<file path="config.mk">
export PLATFORM = sky130hd
export DESIGN_NAME = cmp_slice
export DESIGN_NICKNAME = d
export VERILOG_FILES = /design/src/rtl/cmp_slice_pkg.sv /design/src/rtl/cs_wcount.sv /design/src/rtl/cs_reduce.sv /design/src/rtl/cmp_slice.sv
export SDC_FILE = /design/constraint.sdc
export NUM_CORES = 1
export LEC_CHECK = 0
export BUFFER_PORTS_ARGS = -buffer_cell sky130_fd_sc_hd__buf_2
export CAP_MARGIN = 0
export CORE_AREA = 4 4 78 80
export CTS_BUF_LIST = sky130_fd_sc_hd__clkbuf_2
export DETAILED_ROUTE_END_ITERATION = 12
export DIE_AREA = 0 0 82 84
export PLACE_DENSITY = 0.68
export RECOVER_POWER = 50
export SLEW_MARGIN = 20
export SYNTH_ARGS = -nofsm -noshare
export SYNTH_HDL_FRONTEND = slang
export SYNTH_HIERARCHICAL = 1
export SYNTH_SLANG_ARGS = --single-unit
</file>
<file path="constraint.sdc">
create_clock -name clk -period 17.2 [get_ports clk]
set_input_delay 2.58 -clock clk [delete_from_list [all_inputs] [get_ports clk]]
set_output_delay 2.58 -clock clk [all_outputs]
set_load 0.02 [all_outputs]
</file>
<file path="src/rtl/cmp_slice_pkg.sv">
package cmp_slice_pkg;

    // Result field width: the largest selectable output rank count.
    localparam int RW = 3;

    typedef struct packed {
        logic [RW-1:0] s;
        logic [RW-1:0] c;
    } cs_res_t;

    // Population count of five column bits (a 5:3 counter).
    function automatic logic [2:0] count5(input logic [4:0] v);
        logic [2:0] n;
        n = '0;
        for (int k = 0; k < 5; k++) begin
            n = n + {2'b00, v[k]};
        end
        return n;
    endfunction

    // Width code to rank count; code 0 is treated as one rank.
    function automatic logic [1:0] norm_width(input logic [1:0] code);
        return (code == 2'd0) ? 2'd1 : code;
    endfunction

    function automatic logic [RW-1:0] rank_mask(input logic [1:0] m);
        unique case (m)
            2'd1:    return 3'b001;
            2'd2:    return 3'b011;
            default: return 3'b111;
        endcase
    endfunction

endpackage

</file>
<file path="src/rtl/cs_wcount.sv">
module cs_wcount #(
    parameter int NIN  = 16,
    parameter int CNTW = 5
) (
    input  logic [NIN-1:0]  op_i,
    input  logic [NIN-1:0]  en_i,
    input  logic [NIN-1:1]  dbl_i,
    output logic [CNTW-1:0] cnt_o
);
    localparam int NTAP = 2 * NIN - 1;

    logic [NIN-1:0]  live;
    logic [NTAP-1:0] tap;

    assign live   = op_i & en_i;
    assign tap[0] = live[0];

    // A rank-1 bit occupies two taps of the wide counter.
    generate
        for (genvar i = 1; i < NIN; i++) begin : g_tap
            assign tap[2*i-1] = live[i];
            assign tap[2*i]   = live[i] & dbl_i[i];
        end
    endgenerate

    always_comb begin
        cnt_o = '0;
        for (int k = 0; k < NTAP; k++) begin
            cnt_o = cnt_o + CNTW'(tap[k]);
        end
    end

endmodule

</file>
<file path="src/rtl/cs_reduce.sv">
module cs_reduce
    import cmp_slice_pkg::*;
#(
    parameter int CW = 6,
    localparam int TW = CW + 2
) (
    input  logic [CW-1:0] a_i,
    input  logic [CW-1:0] b_i,
    input  logic [CW-1:0] c_i,
    output logic [TW-1:0] s_o,
    output logic [TW-1:0] c_o,
    output logic [TW-1:0] sum_o
);
    logic [TW-1:0] row0, row1, row2;

    // 5:3 column counters: three live inputs per column, two tied low.
    generate
        for (genvar j = 0; j < CW; j++) begin : g_col53
            logic [2:0] k;
            assign k         = count5({2'b00, a_i[j], b_i[j], c_i[j]});
            assign row0[j]   = k[0];
            assign row1[j+1] = k[1];
            assign row2[j+2] = k[2];
        end
    endgenerate

    assign row0[TW-1:CW] = '0;
    assign row1[0]       = 1'b0;
    assign row1[TW-1]    = 1'b0;
    assign row2[1:0]     = '0;

    // 3:2 compressor row; the top column never produces a carry.
    assign s_o    = row0 ^ row1 ^ row2;
    assign c_o[0] = 1'b0;
    generate
        for (genvar j = 0; j < TW - 1; j++) begin : g_col32
            assign c_o[j+1] = (row0[j] & row1[j]) | (row0[j] & row2[j]) | (row1[j] & row2[j]);
        end
    endgenerate

    // Carry-propagate adder.
    assign sum_o = s_o + c_o;

endmodule

</file>
<file path="src/rtl/cmp_slice.sv">
module cmp_slice
    import cmp_slice_pkg::*;
#(
    parameter int NIN = 16,
    parameter int CW  = 6
) (
    input  logic           clk,
    input  logic           rst_n,
    input  logic [NIN-1:0] op_i,
    input  logic [NIN-1:0] cfg_en_i,
    input  logic [NIN-1:1] cfg_dbl_i,
    input  logic           cfg_brk_i,
    input  logic           cfg_cpa_i,
    input  logic           cfg_bypass_i,
    input  logic [1:0]     cfg_morc_i,
    input  logic [CW-1:0]  ci_s_i,
    input  logic [CW-1:0]  ci_c_i,
    output logic [RW-1:0]  res_s_o,
    output logic [RW-1:0]  res_c_o,
    output logic [CW-1:0]  co_s_o,
    output logic [CW-1:0]  co_c_o
);
    localparam int CNTW = $clog2(2 * NIN);
    localparam int TW   = CW + 2;

    logic [CNTW-1:0] cnt;
    logic [CW-1:0]   cin_s, cin_c;
    logic [TW-1:0]   row_s, row_c, sum;
    logic [1:0]      m;
    logic [RW-1:0]   msk;
    cs_res_t         sel, st_d, st_q;

    // Upper part of a TW-bit row, seen from a slice m ranks higher.
    function automatic logic [CW-1:0] upper(input logic [TW-1:0] v, input logic [1:0] r);
        unique case (r)
            2'd1:    return v[CW:1];
            2'd2:    return v[CW+1:2];
            default: return {1'b0, v[CW+1:3]};
        endcase
    endfunction

    cs_wcount #(.NIN(NIN), .CNTW(CNTW)) i_count (
        .op_i  (op_i),
        .en_i  (cfg_en_i),
        .dbl_i (cfg_dbl_i),
        .cnt_o (cnt)
    );

    assign cin_s = cfg_brk_i ? '0 : ci_s_i;
    assign cin_c = cfg_brk_i ? '0 : ci_c_i;

    cs_reduce #(.CW(CW)) i_reduce (
        .a_i   (CW'(cnt)),
        .b_i   (cin_s),
        .c_i   (cin_c),
        .s_o   (row_s),
        .c_o   (row_c),
        .sum_o (sum)
    );

    assign m   = norm_width(cfg_morc_i);
    assign msk = rank_mask(m);

    always_comb begin
        if (cfg_cpa_i) begin
            sel.s  = sum[RW-1:0] & msk;
            sel.c  = '0;
            co_s_o = upper(sum, m);
            co_c_o = '0;
        end else begin
            sel.s  = row_s[RW-1:0] & msk;
            sel.c  = row_c[RW-1:0] & msk;
            co_s_o = upper(row_s, m);
            co_c_o = upper(row_c, m);
        end
    end

    // Result register, two-process form.
    always_comb begin
        st_d = sel;
    end

    always_ff @(posedge clk or negedge rst_n) begin
        if (!rst_n) begin
            st_q <= '0;
        end else begin
            st_q <= st_d;
        end
    end

    assign res_s_o = cfg_bypass_i ? sel.s : st_q.s;
    assign res_c_o = cfg_bypass_i ? sel.c : st_q.c;

    // Checker helpers: independent sums of the slice boundary.
    logic [TW:0] chk_total;
    logic [31:0] chk_out;
    always_comb begin
        chk_total = (TW+1)'(cnt) + (TW+1)'(cin_s) + (TW+1)'(cin_c);
        chk_out   = 32'(sel.s) + 32'(sel.c) + ((32'(co_s_o) + 32'(co_c_o)) << m);
    end

    AST_MASK_ZERO: assert property (@(posedge clk) disable iff (!rst_n)
        (cfg_en_i == '0) |-> (cnt == '0));

    AST_ROWS_SUM: assert property (@(posedge clk) disable iff (!rst_n)
        (32'(row_s) + 32'(row_c)) == (32'(cnt) + 32'(cin_s) + 32'(cin_c)));

    AST_CONSERVE: assert property (@(posedge clk) disable iff (!rst_n)
        (chk_total < (TW+1)'(2 ** (CW + 1))) |-> (chk_out == 32'(chk_total)));

    AST_NARROW_RES: assert property (@(posedge clk) disable iff (!rst_n)
        (cfg_bypass_i && cfg_morc_i <= 2'd1) |-> (res_s_o[RW-1:1] == '0 && res_c_o[RW-1:1] == '0));

    AST_REG_PATH: assert property (@(posedge clk) disable iff (!rst_n)
        (!cfg_bypass_i && $past(rst_n)) |-> (res_s_o == $past(sel.s) && res_c_o == $past(sel.c)));

    AST_BYPASS_LIVE: assert property (@(posedge clk) disable iff (!rst_n)
        cfg_bypass_i |-> (res_s_o == sel.s && res_c_o == sel.c));

endmodule

</file>
After elaboration in Yosys (flattened, before gate mapping)
Index checks and enable logic that the tools add are counted.
Storage, ports and cells
  register bits after elaboration: 6
  input port bits: 66
  output and inout port bits: 18
  logic and storage cells: 102
Cells by class
  add/sub/neg operators: 42
  eq/ne operators: 2
  multiplexer cells: 12
  bitwise gates (word level): 43
  reductions and logical operators: 1
Operators by type and width (count)
  $add 5x1->5: 29
  $pmux 6 s2: 3
  $mux 6: 5
  $and 1x1->1: 29
  $and 16x16->16: 1
  $add 3x1->3: 5
  $add 1x1->2: 7
  $and 3x3->3: 3
  $add 8x8->8: 1
  $or 1x1->1: 8
  $xor 8x8->8: 1
  $xor 6x7->7: 1
  $mux 3: 2
  $pmux 3 s2: 1
  $eq 2x1->1 const B: 1
  $eq 2x2->1 const B: 1
  $logic_not 2->1: 1
  $mux 2: 1

Depth between registers and ports, before layout
Gate-level depths: netlist (run 1).
  word-level depth: 39
  depth in mapped cells: 25
  depth with buffers taken out: 25

By module
The synthesis (run 1) kept the hierarchy.
By module, submodules not included
  cs_wcount: times used 1, cells an instance 97, area an instance 862.1 µm², sequential area each 0.0 µm²
  cmp_slice: times used 1, cells an instance 82, area an instance 805.8 µm², sequential area each 150.1 µm²
  cs_reduce: times used 1, cells an instance 61, area an instance 501.7 µm², sequential area each 0.0 µm²

Worst setup path after synthesis (run 1)
No wires, ideal clock.
  path type: in2out
  start point: in op_i[0]
  end point: out co_s_o[3]
  arrival time: 9.609 ns
  data required time: 14.620 ns
  slack: 5.011 ns
  stages: 25
  path buffers: 0
  path through: and2_1 -> fa_1 -> inv_1 -> fa_1 -> fa_1 -> fa_1 -> inv_1 -> fa_1 -> fa_1 -> inv_1 -> fa_1 -> fa_1 -> nand2b_1 -> a21oi_2 -> xor2_1 -> inv_1 -> fa_1 -> inv_1 -> ha_1 -> ha_1 -> a21o_1 -> a21oi_2 -> xnor2_1 -> mux2_1 -> mux4_2
Between the ends
  elaborated cells on any way between the ends: 63
  those cells by class: add/sub: 36; mux: 3; bitwise: 24
RTL lines
  from (decl): line cmp_slice.sv:9  | input logic [NIN-1:0] op_i,
  $and 16x16->16: line cs_wcount.sv:15  | assign live = op_i & en_i;
  $add 1x1->2: line cs_wcount.sv:29  | cnt_o = cnt_o + CNTW'(tap[k]);
  $add 5x1->5 (29 in series): line cs_wcount.sv:29
  named net cnt[4]: line cmp_slice.sv:26  | logic [CNTW-1:0] cnt;
  $add 3x1->3: line cmp_slice_pkg.sv:16  | n = n + {2'b00, v[k]};
  $xor 6x7->7: line cs_reduce.sv:33  | assign s_o = row0 ^ row1 ^ row2;
  $xor 8x8->8: line cs_reduce.sv:33
  named net row_s[4]: line cmp_slice.sv:28  | logic [TW-1:0] row_s, row_c, sum;
  $add 8x8->8: line cs_reduce.sv:42  | assign sum_o = s_o + c_o;
  named net sum[6]: line cmp_slice.sv:28
  $pmux 6 s2: line cmp_slice.sv:35  | unique case (r)
  $mux 6: line cmp_slice.sv:65  | if (cfg_cpa_i) begin
  to (decl): line cmp_slice.sv:20  | output logic [CW-1:0] co_s_o,
The timed path passes the listed nets, and every way through them passes these cells.

Worst setup path in the final report (run 1)
Same ends and word-level chain as after synthesis.

==> summary.txt, run 1 <==
CP delay by family, top: adder cells
f_max: 0.0794 GHz
Tot GR Track Use: 13.6%
register area share after synthesis: 6.92%
Worst Path Required: 14.62 ns
area of the multi-input gates: 1740 um2
Filler cells: 575
clock root buffer: clkbuf_2
Register Area: 150 um2
Yosys warning total: 6
Top Registers: st_q: 6 flops
mapped cell area: 2170 um2
initial antenna violation count: 0
GP Congestion: 0.776
CTS sink count: 6
area share of the largest cell type after synthesis: 27.7%
CTS tree: built
CP max stage delay: 0.54 ns
TritonCTS buffer count: 3
Tot Pwr: 0.000597 W
wire per inst: 10.9 um
cell count along the critical path: 27
worst hold path class: in2async
fin nets: 431
PD cells: 229 nW/um2
H-tree levels: 1
Synth area leader: fa_1
max_cap viols: 0
final hold vios: 0
asr flop ratio synth: 100%
crit path DAT: 10.01 ns
worst-path fanout max: 4
Critical Path Source: op_i[0]
most common cell in the synthesized netlist: inv_1
core area: 5410 um2
DRC viols: 0
row count: 27
num ports: 84
outcome: completed
initial core utilization: 40.1%
post-layout util: 48.2%
# hold bufs at CTS: 0
total number of vias: 1728
post-layout minimum cycle time: 12.59 ns
crit path max-delay cell type: fa_1
Syn-to-layout area delta: 20.1%
DR pass1 iterations: 4
setup TNS: 0 ns
Reg clk slew, reported paths: 0.07 ns
Worst Setup Start Kind: primary input
layout cells sized above 1: 30.2%
EDFF count, synth: 0
DP Wirelength: 3830 um
Post-Syn Area per Cell: 9.04 um2
I/O Buffers: 83
Routed Antenna Nets: 0
final WL: 4230 um
vias per cell: 4.47
Tcrit/Tclk final: 73.2%
die area: 6890 um2
peak supply drop: 110 uV
Top FF cell, synth: dfrtp_1
Mapped Cells: 240
largest net degree at the start of global routing: 23
Die Y: 84 um
Reg with most FFs: st_q
Inserted Diodes: 0
top cells by area, synth: fa_1, ha_1, inv_1, dfrtp_1, mux4_2
Die W: 82 um
Crit. End Element: output port
first-pass GRT wire length: 7760 um
1st-iter DRT viols: 31
CP Capture Point: co_s_o[3]
synth cell count leaders: inv_1, fa_1, ha_1, nand2_1, nor2b_1
crit path kind: in2out
Leakage Power: 1.44 nW
design area: 2610 um2
Synth cell types: 31
GR Overflow Total: 0
placed instance area: 2600 um2
post_cts resized: 0
clock tree buffer depth: 2
Critical Path Most Common Cell: fa_1
Hold Worst Slack: 2.22 ns
RSZ-0062 raised after global routing: false
vias in the first global route: 1885
Max Slew Vio Count: 0
Buf/Inv on CP: 7
synthesized flop and latch total: 6
max FFs per register: 6
# setup viols final: 0
Setup Fix Bufs, Post-CTS: 0
[layout make-up]
type	instances	area share, %
Inverter	53	7.63
Multi-Input combinational cell	170	66.9
Clock buffer	3	0.576
Sequential cell	6	5.76
Tap cell	72	3.46
Timing Repair Buffer	83	15.7
[placed cells by master, fill, tap and decap left out, types with 2 or more instances in the layout]
cell	count
xor2_1	4
ha_1	18
mux2_2	5
clkbuf_2	3
mux2_1	10
conb_1	5
a21o_1	2
clkbuf_1	5
o31ai_1	2
mux2i_1	7
fa_1	30
nand3_1	4
dfrtp_1	6
nor2_1	9
and2_1	11
nor2b_1	15
nand3b_1	2
a21oi_2	3
buf_2	78
nand2b_1	4
nand2_1	18
a211oi_1	5
xnor2_1	3
mux4_2	6
a21oi_1	3
inv_1	53
[stage by stage]
stage	instances	setup WS, ns
after global placement	384	4.64
after CTS	387	4.57
after global routing	387	4.18
after detailed placement	384	4.58
final	387	4.61
after floorplan	243	5.01
[how the worst min path moves through the flow]
stage | start | to | slack, ns | depth (start not counted)
6_report | rst_n | st_q[0] | 2.22 | 1
5_1_grt | rst_n | st_q[3] | 2.23 | 1
4_1_cts | rst_n | st_q[3] | 2.16 | 1
3_5_place_dp | rst_n | st_q[0] | 2.41 | 1
3_3_place_gp | rst_n | st_q[1] | 2.41 | 1
2_1_floorplan | rst_n | st_q[0] | 2.28 | 0
[routing by layer]
metal / GRT usage [%] / share of wire [%] / up-vias
met4: 2.11 / 0.24 / 0
met5: 0 / 0 / -
met1: 17.9 / 44 / 797
li1: - / - / 896
met2: 24.2 / 52 / 33
met3: 0.864 / 4.6 / 2
[report_power, final]
part / total [W] / internal [W] / switching, W
clock network: 0.0000102 / 0.00000474 / 0.00000550
logic: 0.000568 / 0.000258 / 0.000310
registers: 0.0000191 / 0.0000182 / 0.000000905
total: 0.000597 / 0.000281 / 0.000316
[cells by family (layout without fill, tap and decap cells)]
logic type / after synthesis / count (layout) / synth area share, %
adder cells (fa/ha/maj): 48 / 48 / 38.1
multiplexers: 28 / 28 / 17.2
XOR/XNOR: 7 / 7 / 2.83
AO/OA/AOI/OAI: 16 / 16 / 5.25
other: 2 / 5 / 0.346
buffers and inverters: 67 / 139 / 13.3
AND/OR/NAND/NOR: 66 / 66 / 16.1
flip-flops: 6 / 6 / 6.92
Note: power is estimated with default switching activity, not from simulation.
==> run 2, diff against run 1 <==
--- a/config.mk
+++ b/config.mk
@@ -11,7 +11,7 @@
 export CTS_BUF_LIST = sky130_fd_sc_hd__clkbuf_2
 export DETAILED_ROUTE_END_ITERATION = 12
 export DIE_AREA = 0 0 82 84
-export PLACE_DENSITY = 0.68
+export PLACE_DENSITY = 0.7
 export RECOVER_POWER = 50
 export SLEW_MARGIN = 20
 export SYNTH_ARGS = -nofsm -noshare
==> constraint.sdc (replaced) <==
create_clock -name clk -period 11.5 [get_ports clk]
set_input_delay 1.725 -clock clk [delete_from_list [all_inputs] [get_ports clk]]
set_output_delay 1.725 -clock clk [all_outputs]
set_load 0.02 [all_outputs]
==> run 2 against run 1 <==
Worst hold slack got worse by 0.85 ns. Highest routed layer unchanged. Critical path type unchanged. Sequential share of layout area did not move. Critical endpoint unchanged. Setup slack got worse by 4.0 ns. Sequential cell count did not move. Cell count did not move.
==> summary.txt, run 2 (same netlist as run 1, synthesis figures left out) <==
initial core utilization: 40.1% (unchanged)
Seq pwr share: 3.2% (about the same)
P_int: 0.000421 W (+50%)
post_cts resized: 0 (unchanged)
RSZ-0062 raised after global routing: false
Critical Path Most Common Cell: fa_1
final WL: 4120 um (-2.6%)
crit path DAT: 9.19 ns (-0.82 ns)
clock share of power: 1.6% (about the same)
Reg clk slew, reported paths: 0.06 ns (about the same)
Leakage Power: 1.45 nW (about the same)
commonest non-fill, non-tap cell in the layout: buf_2
Worst Path Required: 9.78 ns (-4.84 ns)
first-pass GRT wire length: 7420 um (-4.4%)
wire per inst: 10.6 um (-2.6%)
Crit. End Element: output port
TritonCTS buffer count: 3 (unchanged)
outcome: completed
Max Slew Vio Count: 0 (unchanged)
DRC viols: 0 (unchanged)
f_max: 0.0917 GHz
Comb pwr share: 95.2% (about the same)
most frequent cells in the layout: buf_2, inv_1, fa_1
CTS tree: built
Setup Fix Bufs, Post-CTS: 0 (unchanged)
# setup viols final: 0 (unchanged)
H-tree levels: 1 (unchanged)
fin nets: 431 (unchanged)
# hold bufs at CTS: 0 (unchanged)
row count: 27 (unchanged)
switching share of power: 52.9% (about the same)
CTS sink count: 6 (unchanged)
core area: 5410 um2 (unchanged)
Reg with most FFs: st_q
Filler cells: 551 (-4.2%)
clock root buffer: clkbuf_2
peak supply drop: 181 uV (+65%)
PD cells: 343 nW/um2 (+50%)
max FFs per register: 6 (unchanged)
clock tree buffer depth: 2 (unchanged)
setup TNS: 0 ns (unchanged)
num ports: 84 (unchanged)
CP delay by family, top: adder cells
worst-path fanout max: 4 (unchanged)
final hold vios: 0 (unchanged)
Routed Antenna Nets: 0 (unchanged)
DR pass1 iterations: 2 (-2)
Syn-to-layout area delta: 20.1% (unchanged)
largest net degree at the start of global routing: 23 (unchanged)
post-layout minimum cycle time: 10.91 ns
Top Registers: st_q: 6 flops
DP Wirelength: 3750 um (-2.1%)
I/O Buffers: 83 (unchanged)
layout cells sized above 1: 30.2% (unchanged)
Hold Worst Slack: 1.37 ns (-0.847 ns)
Inserted Diodes: 0 (unchanged)
Buf/Inv on CP: 7 (unchanged)
crit path max-delay cell type: fa_1
CP max stage delay: 0.54 ns (about the same)
Die W: 82 um (unchanged)
Die Y: 84 um (unchanged)
Tot GR Track Use: 13.0% (-0.51 points)
Sw Pwr: 0.000473 W (+50%)
initial antenna violation count: 0 (unchanged)
vias per cell: 4.52 (+1.3%)
Tcrit/Tclk final: 94.9%
vias in the first global route: 1792 (-4.9%)
GP Congestion: 0.793 (+2.2%)
Worst Setup Start Kind: primary input
max_cap viols: 0 (unchanged)
total number of vias: 1751 (+1.3%)
die area: 6890 um2 (unchanged)
GR Overflow Total: 0 (unchanged)
crit path kind: in2out
1st-iter DRT viols: 35 (+13%)
worst hold path class: in2async
run 2: cell counts in the layout (fill, tap and decap cells not counted):
Identical to the previous run, type by type.
run 2: final cells by class:
type,count,area (um2),area share [%]
timing repair buffer,83,409,15.7
sequential,6,150,5.76
inverter,53,199,7.63
clock buffer,3,15.0,0.576
tap,72,90.1,3.46
multi-input combinational,170,1740,66.9
run 2: stage by stage:
stage | setup slack [ns] | std cells | total power [W] | instance area [um2] | util [%]
3_5_place_dp | 0.546 | 384 | 0.000891 | 2600 | 48.1
4_1_cts | 0.533 | 387 | 0.000909 | 2610 | 48.3
5_1_grt | 0.163 | 387 | 0.00101 | 2610 | 48.2
2_1_floorplan | 1.02 | 243 | 0.000725 | 2180 | -
6_report | 0.589 | 387 | 0.000894 | 2610 | 48.2
3_3_place_gp | 0.646 | 384 | 0.000872 | 2600 | 48.1
run 2: power by group through the flow:
stage	combinational, W	clock [W]	sequential, W
detailed placement	0.000862	0	0.0000288
finish	0.000852	0.0000142	0.0000284
floorplan	0.000696	0	0.0000284
global route	0.000965	0.0000161	0.0000291
global placement	0.000844	0	0.0000286
CTS	0.000866	0.0000149	0.0000284
run 2: path summary, 6_finish.rpt:
kind	start	end	slack [ns]	depth (start not counted)
worst max-delay path	op_i[0]	co_s_o[3]	0.59	27
worst min-delay path	rst_n	st_q[1]	1.37	1
max in group asynchronous	rst_n	st_q[2]	9.89	1
min in group clk	cfg_morc_i[1]	st_q[4]	1.94	3
run 2: metal layers:
metal / wire [um] / up-vias / GRT usage [%]
met5: 0 / - / 0
met4: 14 / 0 / 1.81
met3: 170 / 2 / 0.648
met2: 2090 / 31 / 22.8
met1: 1840 / 824 / 18.0
li1: - / 894 / -
